[src/rtl/irq_redir_pkg.sv]
package irq_redir_pkg;

  // low-word field positions
  localparam int F_VEC_LSB  = 0;
  localparam int F_MODE_LSB = 8;
  localparam int F_LOGICAL  = 11;
  localparam int F_STATUS   = 12;
  localparam int F_POL_LOW  = 13;
  localparam int F_RPEND    = 14;
  localparam int F_LEVEL    = 15;
  localparam int F_MASK     = 16;
  localparam int F_DEST_LSB = 24;

  typedef struct packed {
    logic [7:0] dest;
    logic       mask;
    logic       level;
    logic       pol_low;
    logic       logical;
    logic [2:0] mode;
    logic [7:0] vector;
  } route_entry_t;

  localparam route_entry_t ENTRY_RESET = '{mask: 1'b1, default: '0};

endpackage

[src/rtl/irq_pin_ctrl.sv]
module irq_pin_ctrl (
  input  logic       clk,
  input  logic       rst,
  input  logic       irq_i,
  input  logic       pol_low_i,
  input  logic       level_i,
  input  logic       mask_i,
  input  logic [7:0] vector_i,
  input  logic       eoi_valid_i,
  input  logic [7:0] eoi_vector_i,
  input  logic       accept_i,
  output logic       pend_o,
  output logic       rpend_o
);

  logic irq_q, act_prev, pend_q, rpend_q;
  logic act_now, set_edge, set_level, eoi_hit;

  assign act_now   = irq_q ^ pol_low_i;
  assign set_edge  = !level_i && act_now && !act_prev && !mask_i;
  assign set_level = level_i && act_now && !rpend_q && !mask_i && !accept_i;
  assign eoi_hit   = eoi_valid_i && (eoi_vector_i == vector_i);

  always_ff @(posedge clk) begin
    if (rst) begin
      irq_q    <= 1'b0;
      act_prev <= 1'b0;
      pend_q   <= 1'b0;
      rpend_q  <= 1'b0;
    end else begin
      irq_q    <= irq_i;
      act_prev <= act_now;
      if (set_edge || set_level) pend_q <= 1'b1;
      else if (accept_i)         pend_q <= 1'b0;
      if (accept_i && level_i)   rpend_q <= 1'b1;
      else if (eoi_hit)          rpend_q <= 1'b0;
    end
  end

  assign pend_o  = pend_q;
  assign rpend_o = rpend_q;

  // a request is only latched while the pin is unmasked
  p_latch_unmasked_r5: assert property (@(posedge clk) disable iff (rst)
    $rose(pend_q) |-> !$past(mask_i));

  // remote pending rises only on acceptance of a level-sensed pin
  p_rpend_on_accept_r7: assert property (@(posedge clk) disable iff (rst)
    $rose(rpend_q) |-> $past(accept_i && level_i));

  // acceptance only happens for a latched request
  p_accept_pending_r8: assert property (@(posedge clk) disable iff (rst)
    accept_i |-> pend_q);

endmodule

[src/rtl/irq_prio_pick.sv]
module irq_prio_pick #(
  parameter int N = 4,
  parameter int W = 2
) (
  input  logic         clk,
  input  logic         rst,
  input  logic [N-1:0] req,
  output logic         grant_any,
  output logic [W-1:0] grant_idx
);

  always_comb begin
    grant_any = 1'b0;
    grant_idx = '0;
    for (int i = N - 1; i >= 0; i--) begin
      if (req[i]) begin
        grant_any = 1'b1;
        grant_idx = W'(i);
      end
    end
  end

  // the pick is a requester and no lower-numbered pin is requesting
  p_pick_lowest_r9: assert property (@(posedge clk) disable iff (rst)
    grant_any |-> (req[grant_idx] && ((req & ~({N{1'b1}} << grant_idx)) == '0)));

  p_pick_any_r9: assert property (@(posedge clk) disable iff (rst)
    (req != '0) |-> grant_any);

endmodule

[src/rtl/irq_redir_unit.sv]
module irq_redir_unit
  import irq_redir_pkg::*;
#(
  parameter int NPINS   = 4,
  parameter int IDX_W   = 8,
  parameter int RT_BASE = 16,
  parameter int ID_IDX  = 0,
  parameter int ID_W    = 4
) (
  input  logic             clk,
  input  logic             rst,
  input  logic             cpu_wr_en,
  input  logic             cpu_rd_en,
  input  logic             cpu_sel,
  input  logic [31:0]      cpu_wdata,
  output logic [31:0]      cpu_rdata,
  input  logic [NPINS-1:0] irq_in,
  input  logic             eoi_valid,
  input  logic [7:0]       eoi_vector,
  output logic             msg_valid,
  input  logic             msg_ready,
  output logic [7:0]       msg_vector,
  output logic [2:0]       msg_mode,
  output logic             msg_logical,
  output logic [7:0]       msg_dest,
  output logic             msg_level
);

  localparam int PIN_W   = (NPINS > 1) ? $clog2(NPINS) : 1;
  localparam int RT_LAST = RT_BASE + 2 * NPINS - 1;

  route_entry_t     cfg [NPINS];
  logic [IDX_W-1:0] idx_q;
  logic [ID_W-1:0]  id_q;
  logic [NPINS-1:0] pend, rpend, accept_vec, req;
  logic [PIN_W-1:0] msg_pin, grant_idx, sel_pin;
  logic [IDX_W-1:0] off;
  logic             in_table, sel_hi, grant_any, accept;

  assign off      = idx_q - IDX_W'(RT_BASE);
  assign in_table = (idx_q >= IDX_W'(RT_BASE)) && (idx_q <= IDX_W'(RT_LAST));
  assign sel_pin  = off[PIN_W:1];
  assign sel_hi   = off[0];

  logic unused_bits;
  assign unused_bits = ^{cpu_wdata[23:17], cpu_wdata[14], cpu_wdata[12],
                         off[IDX_W-1:PIN_W+1]};

  // register writes through the index / window pair
  always_ff @(posedge clk) begin
    if (rst) begin
      idx_q <= '0;
      id_q  <= '0;
      for (int i = 0; i < NPINS; i++) cfg[i] <= ENTRY_RESET;
    end else if (cpu_wr_en) begin
      if (!cpu_sel) begin
        idx_q <= cpu_wdata[IDX_W-1:0];
      end else if (idx_q == IDX_W'(ID_IDX)) begin
        id_q <= cpu_wdata[F_DEST_LSB +: ID_W];
      end else if (in_table) begin
        if (sel_hi) begin
          cfg[sel_pin].dest <= cpu_wdata[F_DEST_LSB +: 8];
        end else begin
          cfg[sel_pin].vector  <= cpu_wdata[F_VEC_LSB +: 8];
          cfg[sel_pin].mode    <= cpu_wdata[F_MODE_LSB +: 3];
          cfg[sel_pin].logical <= cpu_wdata[F_LOGICAL];
          cfg[sel_pin].pol_low <= cpu_wdata[F_POL_LOW];
          cfg[sel_pin].level   <= cpu_wdata[F_LEVEL];
          cfg[sel_pin].mask    <= cpu_wdata[F_MASK];
        end
      end
    end
  end

  // registered read port
  always_ff @(posedge clk) begin
    if (rst) begin
      cpu_rdata <= '0;
    end else if (cpu_rd_en) begin
      if (!cpu_sel)
        cpu_rdata <= 32'(idx_q);
      else if (idx_q == IDX_W'(ID_IDX))
        cpu_rdata <= 32'(id_q) << F_DEST_LSB;
      else if (in_table && sel_hi)
        cpu_rdata <= {cfg[sel_pin].dest, 24'h0};
      else if (in_table)
        cpu_rdata <= {15'h0, cfg[sel_pin].mask, cfg[sel_pin].level,
                      rpend[sel_pin], cfg[sel_pin].pol_low, pend[sel_pin],
                      cfg[sel_pin].logical, cfg[sel_pin].mode,
                      cfg[sel_pin].vector};
      else
        cpu_rdata <= '0;
    end
  end

  // per-pin sensing
  assign accept     = msg_valid && msg_ready;
  assign accept_vec = accept ? (NPINS'(1) << msg_pin) : '0;

  for (genvar p = 0; p < NPINS; p++) begin : gen_pin
    irq_pin_ctrl u_pin (
      .clk          (clk),
      .rst          (rst),
      .irq_i        (irq_in[p]),
      .pol_low_i    (cfg[p].pol_low),
      .level_i      (cfg[p].level),
      .mask_i       (cfg[p].mask),
      .vector_i     (cfg[p].vector),
      .eoi_valid_i  (eoi_valid),
      .eoi_vector_i (eoi_vector),
      .accept_i     (accept_vec[p]),
      .pend_o       (pend[p]),
      .rpend_o      (rpend[p])
    );
    assign req[p] = pend[p] && !cfg[p].mask;
  end

  irq_prio_pick #(.N(NPINS), .W(PIN_W)) u_pick (
    .clk       (clk),
    .rst       (rst),
    .req       (req),
    .grant_any (grant_any),
    .grant_idx (grant_idx)
  );

  // registered message slot
  always_ff @(posedge clk) begin
    if (rst) begin
      msg_valid   <= 1'b0;
      msg_pin     <= '0;
      msg_vector  <= '0;
      msg_mode    <= '0;
      msg_logical <= 1'b0;
      msg_dest    <= '0;
      msg_level   <= 1'b0;
    end else if (!msg_valid && grant_any) begin
      msg_valid   <= 1'b1;
      msg_pin     <= grant_idx;
      msg_vector  <= cfg[grant_idx].vector;
      msg_mode    <= cfg[grant_idx].mode;
      msg_logical <= cfg[grant_idx].logical;
      msg_dest    <= cfg[grant_idx].dest;
      msg_level   <= cfg[grant_idx].level;
    end else if (accept) begin
      msg_valid <= 1'b0;
    end
  end

  // a stalled message keeps its contents
  p_msg_hold_r9: assert property (@(posedge clk) disable iff (rst)
    (msg_valid && !msg_ready) |=> (msg_valid && $stable(msg_vector) &&
                                   $stable(msg_dest) && $stable(msg_mode)));

  // the pin behind an outstanding message still shows delivery status
  p_inflight_pending_r8: assert property (@(posedge clk) disable iff (rst)
    msg_valid |-> pend[msg_pin]);

endmodule

[config.mk]
export PLATFORM = sky130hd
export DESIGN_NAME = irq_redir_unit
export DESIGN_NICKNAME = d
export VERILOG_FILES = /design/src/rtl/irq_redir_pkg.sv /design/src/rtl/irq_pin_ctrl.sv /design/src/rtl/irq_prio_pick.sv /design/src/rtl/irq_redir_unit.sv
export SDC_FILE = /design/constraint.sdc
export NUM_CORES = 1
export LEC_CHECK = 0
export BUFFER_PORTS_ARGS = -buffer_cell sky130_fd_sc_hd__buf_2
export CAP_MARGIN = 20
export CORE_AREA = 2 2 138 140
export CTS_CLUSTER_DIAMETER = 60
export DETAILED_ROUTE_END_ITERATION = 16
export DIE_AREA = 0 0 140 142
export HOLD_SLACK_MARGIN = 0.1
export PLACE_DENSITY = 0.74
export SYNTH_ARGS = -nofsm -noshare
export SYNTH_HDL_FRONTEND = slang
export SYNTH_SLANG_ARGS = --single-unit
[constraint.sdc]
create_clock -name clk -period 2.31 [get_ports clk]
set_input_delay 0.5775 -clock clk [delete_from_list [all_inputs] [get_ports clk]]
set_output_delay 0.5775 -clock clk [all_outputs]
set_load 0.1 [all_outputs]
; ---- Word-level counts from Yosys, hierarchy flattened
; Memories as Yosys holds them, arrays and structs flattened. A register that Yosys moved wholly into a read port is not among the register bits.
; Cells that the tools add are included.
[totals]
n_memories = 1
register_bits = 63
ram_bits = 92
word_cells = 172
[memory_table]
columns = name, words, word_bits, rd, rd_clocked_by_memory_dff, write_ports, line
row1 = cfg, 4, 23, 6, 1, 4, irq_redir_unit.sv:32  ; route_entry_t cfg [NPINS];
[op_classes]
bitwise = 5
muxes = 54
eq_ne = 4
n_reduce_logical = 82
shifts = 1
magnitude_cmp = 3
n_addsub = 1
[op_table]
columns = operator, count
row1 = $mux 32, 3
row2 = $logic_and 1x1->1, 44
row3 = $mux 1, 40
row4 = $eq 8x8->1, 4
row5 = $mux 23, 1
row6 = $reduce_or 23->1, 1
row7 = $logic_not 1->1, 21
row8 = $reduce_bool 2->1, 9
row9 = $mux 17, 1
row10 = $mux 2, 6
row11 = $ge 8x5->1 const B, 1
row12 = $le 8x5->1 const B, 1
row13 = $logic_not 8->1, 1
row14 = $bmux 1 s2, 2
row15 = $logic_or 1x1->1, 4
row16 = $mux 4, 1
row17 = $shl 1x2->4 const A, 1
row18 = $xor 1x1->1, 4
row19 = $lt 2x3->1 const B, 1
row20 = $reduce_and 3->1, 1
row21 = $sub 3x1->3 const B, 1
row22 = $reduce_and 2->1, 1
row23 = $not 1->1, 1

; ---- Depth between registers and ports, before layout
[logic_depth]
ltp_word = 10
depth_mapped = 6

; ---- Hierarchy
; From an unflattened synthesis, not the netlist that was laid out.
[unflattened]
hier_cells = 700
area_unflattened_um2 = 8281.7
[by_module_without_submodules]
columns = mod, area_each_um2, seq_area_each_um2, n_inst, cells_each
row1 = irq_redir_unit, 7285.7, 4023.9, 1, 585
row2 = irq_pin_ctrl, 240.2, 80.1, 4, 27
row3 = irq_prio_pick, 35.0, 0.0, 1, 7

; ---- Worst setup path after synthesis
; No wires, ideal clock.
[synth_path]
kind = in2reg
from = in rst
to = mem cfg[3][0] (netlist bit), enable pin
setup_time_ns = 0.390
setup_slack_ns = -0.001
t_arrival_ns = 1.921
required_time_ns = 1.920
cell_stages = 4
path_buffers = 3
path_cell_list = clkbuf_1 clkbuf_1 clkbuf_1 o21bai_1
[synth_lines]
columns = element, line
row1 = from (decl), irq_redir_unit.sv:11  ; input logic rst,
row2 = to (decl), irq_redir_unit.sv:32

==> results.ini <==
[finish]
final_cells = 1023
final_nets = 827
drive_gt1_share_pct = 24.71
area_growth_pct = 17.76
nFillCells = 1570
antenna_cells = 0

[power_and_ir_drop]
p_per_area_mw_per_mm2 = 723.7
p_switching_mw = 1.565
seq_power_share_pct = 48.4
max-vdd-ir-drop_uv = 488.1
p_leak_nw = 3.663
p_clk_share_pct = 43.1
combPwrFrac_pct = 8.5
p_int_mw = 5.357
p_total_mw = 6.922
switching_share_pct = 22.61

[run_status]
violations = design-rule violations
outcome = finished with violations

[critical_path]
path_depth = 4
max_stage_delay_ns = 0.47
critPathLaunchType = flop
reg2reg_setup_slack_ns = 0.20
rr_endpoint = cfg[2][17]$_SDFFCE_PN0P_
r2r_start = idx_q[3]$_SDFFE_PP0P_
cp.arrival_ns = 2.20
slowest_stage = nor4_4
path_buf_inv = 0
cpLargestDelayFamily = simple AND/OR/NAND/NOR gates
cp.required_ns = 2.40
cp-end-kind = flop
ff2ff_path_depth = 4
crit_type = flop to flop
cp-endpoint = cfg[2][17]$_SDFFCE_PN0P_
critPathLaunch = idx_q[3]$_SDFFE_PP0P_
cp_cell_sequence = nor4_4, nand4_2, nor3_2, or2_1
cp_max_fo = 8

[clock_network]
cts_tree = done
clock-sinks = 171
cts_buffers = 17
clkLatencyLatePin_ns = 0.43
root_buffer = clkbuf_16
holdBufCountCts = 0
post_cts_buffers = 0
clockBufferDepth = 2
cts.htree.levels = 4
path_clk_slew_ns = 0.06
ctsResizeCount = 0

[route]
drtIter0Drc = 537
vias = 5840
dr.pass1.iters = 14
totalWireLength_um = 21220
wl_per_cell_um = 20.74
drc = 3
viasPerCell = 5.709
ant_nets = 0

[synthesis]
synthesis.area_mm2 = 0.008123
synth_enable_flop_cells = 92
synth.top_cell.area_share_pct = 34.01
synth_area_leader_cell = edfxtp_1
synthFlopType = edfxtp_1
synth_area_per_cell_um2 = 11.81
yosysSeqAreaShare_pct = 53.48
synth.most_common_cell = edfxtp_1
synthCells = 688
async_flop_share_pct = 0
yosysUniqueCellTypes = 47
ys_top_cells_by_area = edfxtp_1, dfxtp_1, mux4_2
ys_ff_latch = 171
yosysWarnings = 0
ys_top_cells_by_count = edfxtp_1, and2_1, dfxtp_1

[placed_design]
gp_congestion = 0.9045
place_inst = 991
io_buffers = 88
dp_hpwl_um = 15110
pre_cts_slack_ns = 0.2042

[global_route]
grt_antenna_before_repair = 0
grt_util_all_layers_pct = 21.90
grt-ovfl-total = 0
grt_pass1_wl_um = 32630
grt_pass1_vias = 5915
grt_max_degree = 29

[sta]
tightest_slew_ns = 0.7617
skew_ns = 0.008280
final-setup-viol-count = 0
min_period_ns = 2.111
setup_slack_ns = 0.1992
tns_ns = 0
whs_ns = 0.3729
finalHoldViolCount = 0
slew_headroom_pct = 49.03
rsz0062_at_grt = no
final_max_slew_viol_count = 0
max_freq_mhz = 473.7
fin_crit_sh_pct = 91.38

[floorplan]
fp.dieH_um = 142
std_cell_rows = 50
initial_core_util_pct = 44.01
io_pins = 105
dieArea_mm2 = 0.01988
fp.dieW_um = 140
fp.coreArea_mm2 = 0.01846

[flow_run]
drv_cap = 0

[worst_hold_path]
hp-class = primary input to flop
hold_start = irq_in[0]

[state kept, by name, indices dropped and copies added (netlist names), 2 cells and up, named ones only]
name and flops:
cfg 92, cpu_rdata 25, idx_q 8, msg_dest 8, msg_vector 8, gen_pin.u_pin.act_prev 4, gen_pin.u_pin.irq_q 4, gen_pin.u_pin.pend_o 4
gen_pin.u_pin.rpend_o 4, id_q 4, msg_mode 3, msg_pin 2
[worst reg2reg max path: stages (launching register included)]
cell,delay [ns]
dfxtp_1,0.34
nor4_4,0.47
nand4_2,0.31
nor3_2,0.28
or2_1,0.38
[per-stage QoR]
stage / area [um2] / utilization [%]
after floorplan: 8149 / -
after global placement: 8929 / 48.38
after detailed placement: 8929 / 48.38
after CTS: 9565 / 51.83
after global routing: 9565 / 51.83
final: 9565 / 51.83
[layout make-up]
type | count | area, um2 | share of cell area, %
flip-flops and latches | 171 | 4344 | 45.42
well taps | 234 | 292.8 | 3.061
clock inverters | 3 | 40.04 | 0.4186
multi-input cells | 447 | 3483 | 36.42
clock buffers | 29 | 596.8 | 6.239
repair buffers | 125 | 755.7 | 7.901
inverters | 14 | 52.55 | 0.5494
[cell usage in the layout (no fill, tap or decap), drive strengths merged, types with 8 or more instances in the layout]
| cell type | instances |
|---|---|
| a32o | 21 |
| nor2b | 12 |
| clkbuf | 29 |
| xnor2 | 36 |
| edfxtp | 92 |
| nand4 | 15 |
| a221o | 25 |
| a21oi | 8 |
| dfxtp | 79 |
| mux2i | 13 |
| nand2b | 40 |
| and2 | 89 |
| nor2 | 38 |
| mux4 | 25 |
| inv | 14 |
| nand2 | 22 |
| o31a | 21 |
| buf | 125 |
| o21ai | 19 |
[cell families after synthesis]
group	share of synthesized area [%]
and+or+nand+nor	18.42
DFF	53.48
AOI/OAI and AO/OA	11.46
buffers and inverters	4.036
muxes	8.672
xor gates and xnor gates	3.882
other	0.04617
[routing by layer]
| layer | wire [um] | global-route usage, % |
|---|---|---|
| met1 | 8502 | 27.11 |
| met2 | 10500 | 36.97 |
| met3 | 1747 | 5.552 |
| met4 | 467 | 8.878 |
| met5 | 0 | 0 |
[power by group through the flow]
stage | Clock (mW) | Sequential (mW) | Combinational (mW)
6_report | 2.99 | 3.35 | 0.586
5_1_grt | 3.12 | 3.36 | 0.624
4_1_cts | 3.01 | 3.35 | 0.586
3_5_place_dp | 0 | 3.41 | 0.583
3_3_place_gp | 0 | 3.41 | 0.577
2_1_floorplan | 0 | 3.45 | 0.362
[worst min path at each step]
| stage | endpoint | slack (ns) | cells past startpoint |
|---|---|---|---|
| after floorplan | cpu_rdata[24]$_SDFFE_PP0P_ | 0.45 | 1 |
| after global routing | gen_pin[0].u_pin.irq_q$_SDFF_PP0_ | 0.38 | 2 |
| after CTS | gen_pin[0].u_pin.irq_q$_SDFF_PP0_ | 0.37 | 2 |
| final | gen_pin[0].u_pin.irq_q$_SDFF_PP0_ | 0.37 | 2 |
| after global placement | cpu_rdata[16]$_SDFFE_PP0P_ | 0.43 | 2 |
| after detailed placement | cpu_rdata[29]$_SDFFE_PP0P_ | 0.44 | 2 |
Note: power is estimated with default switching activity, not from simulation.
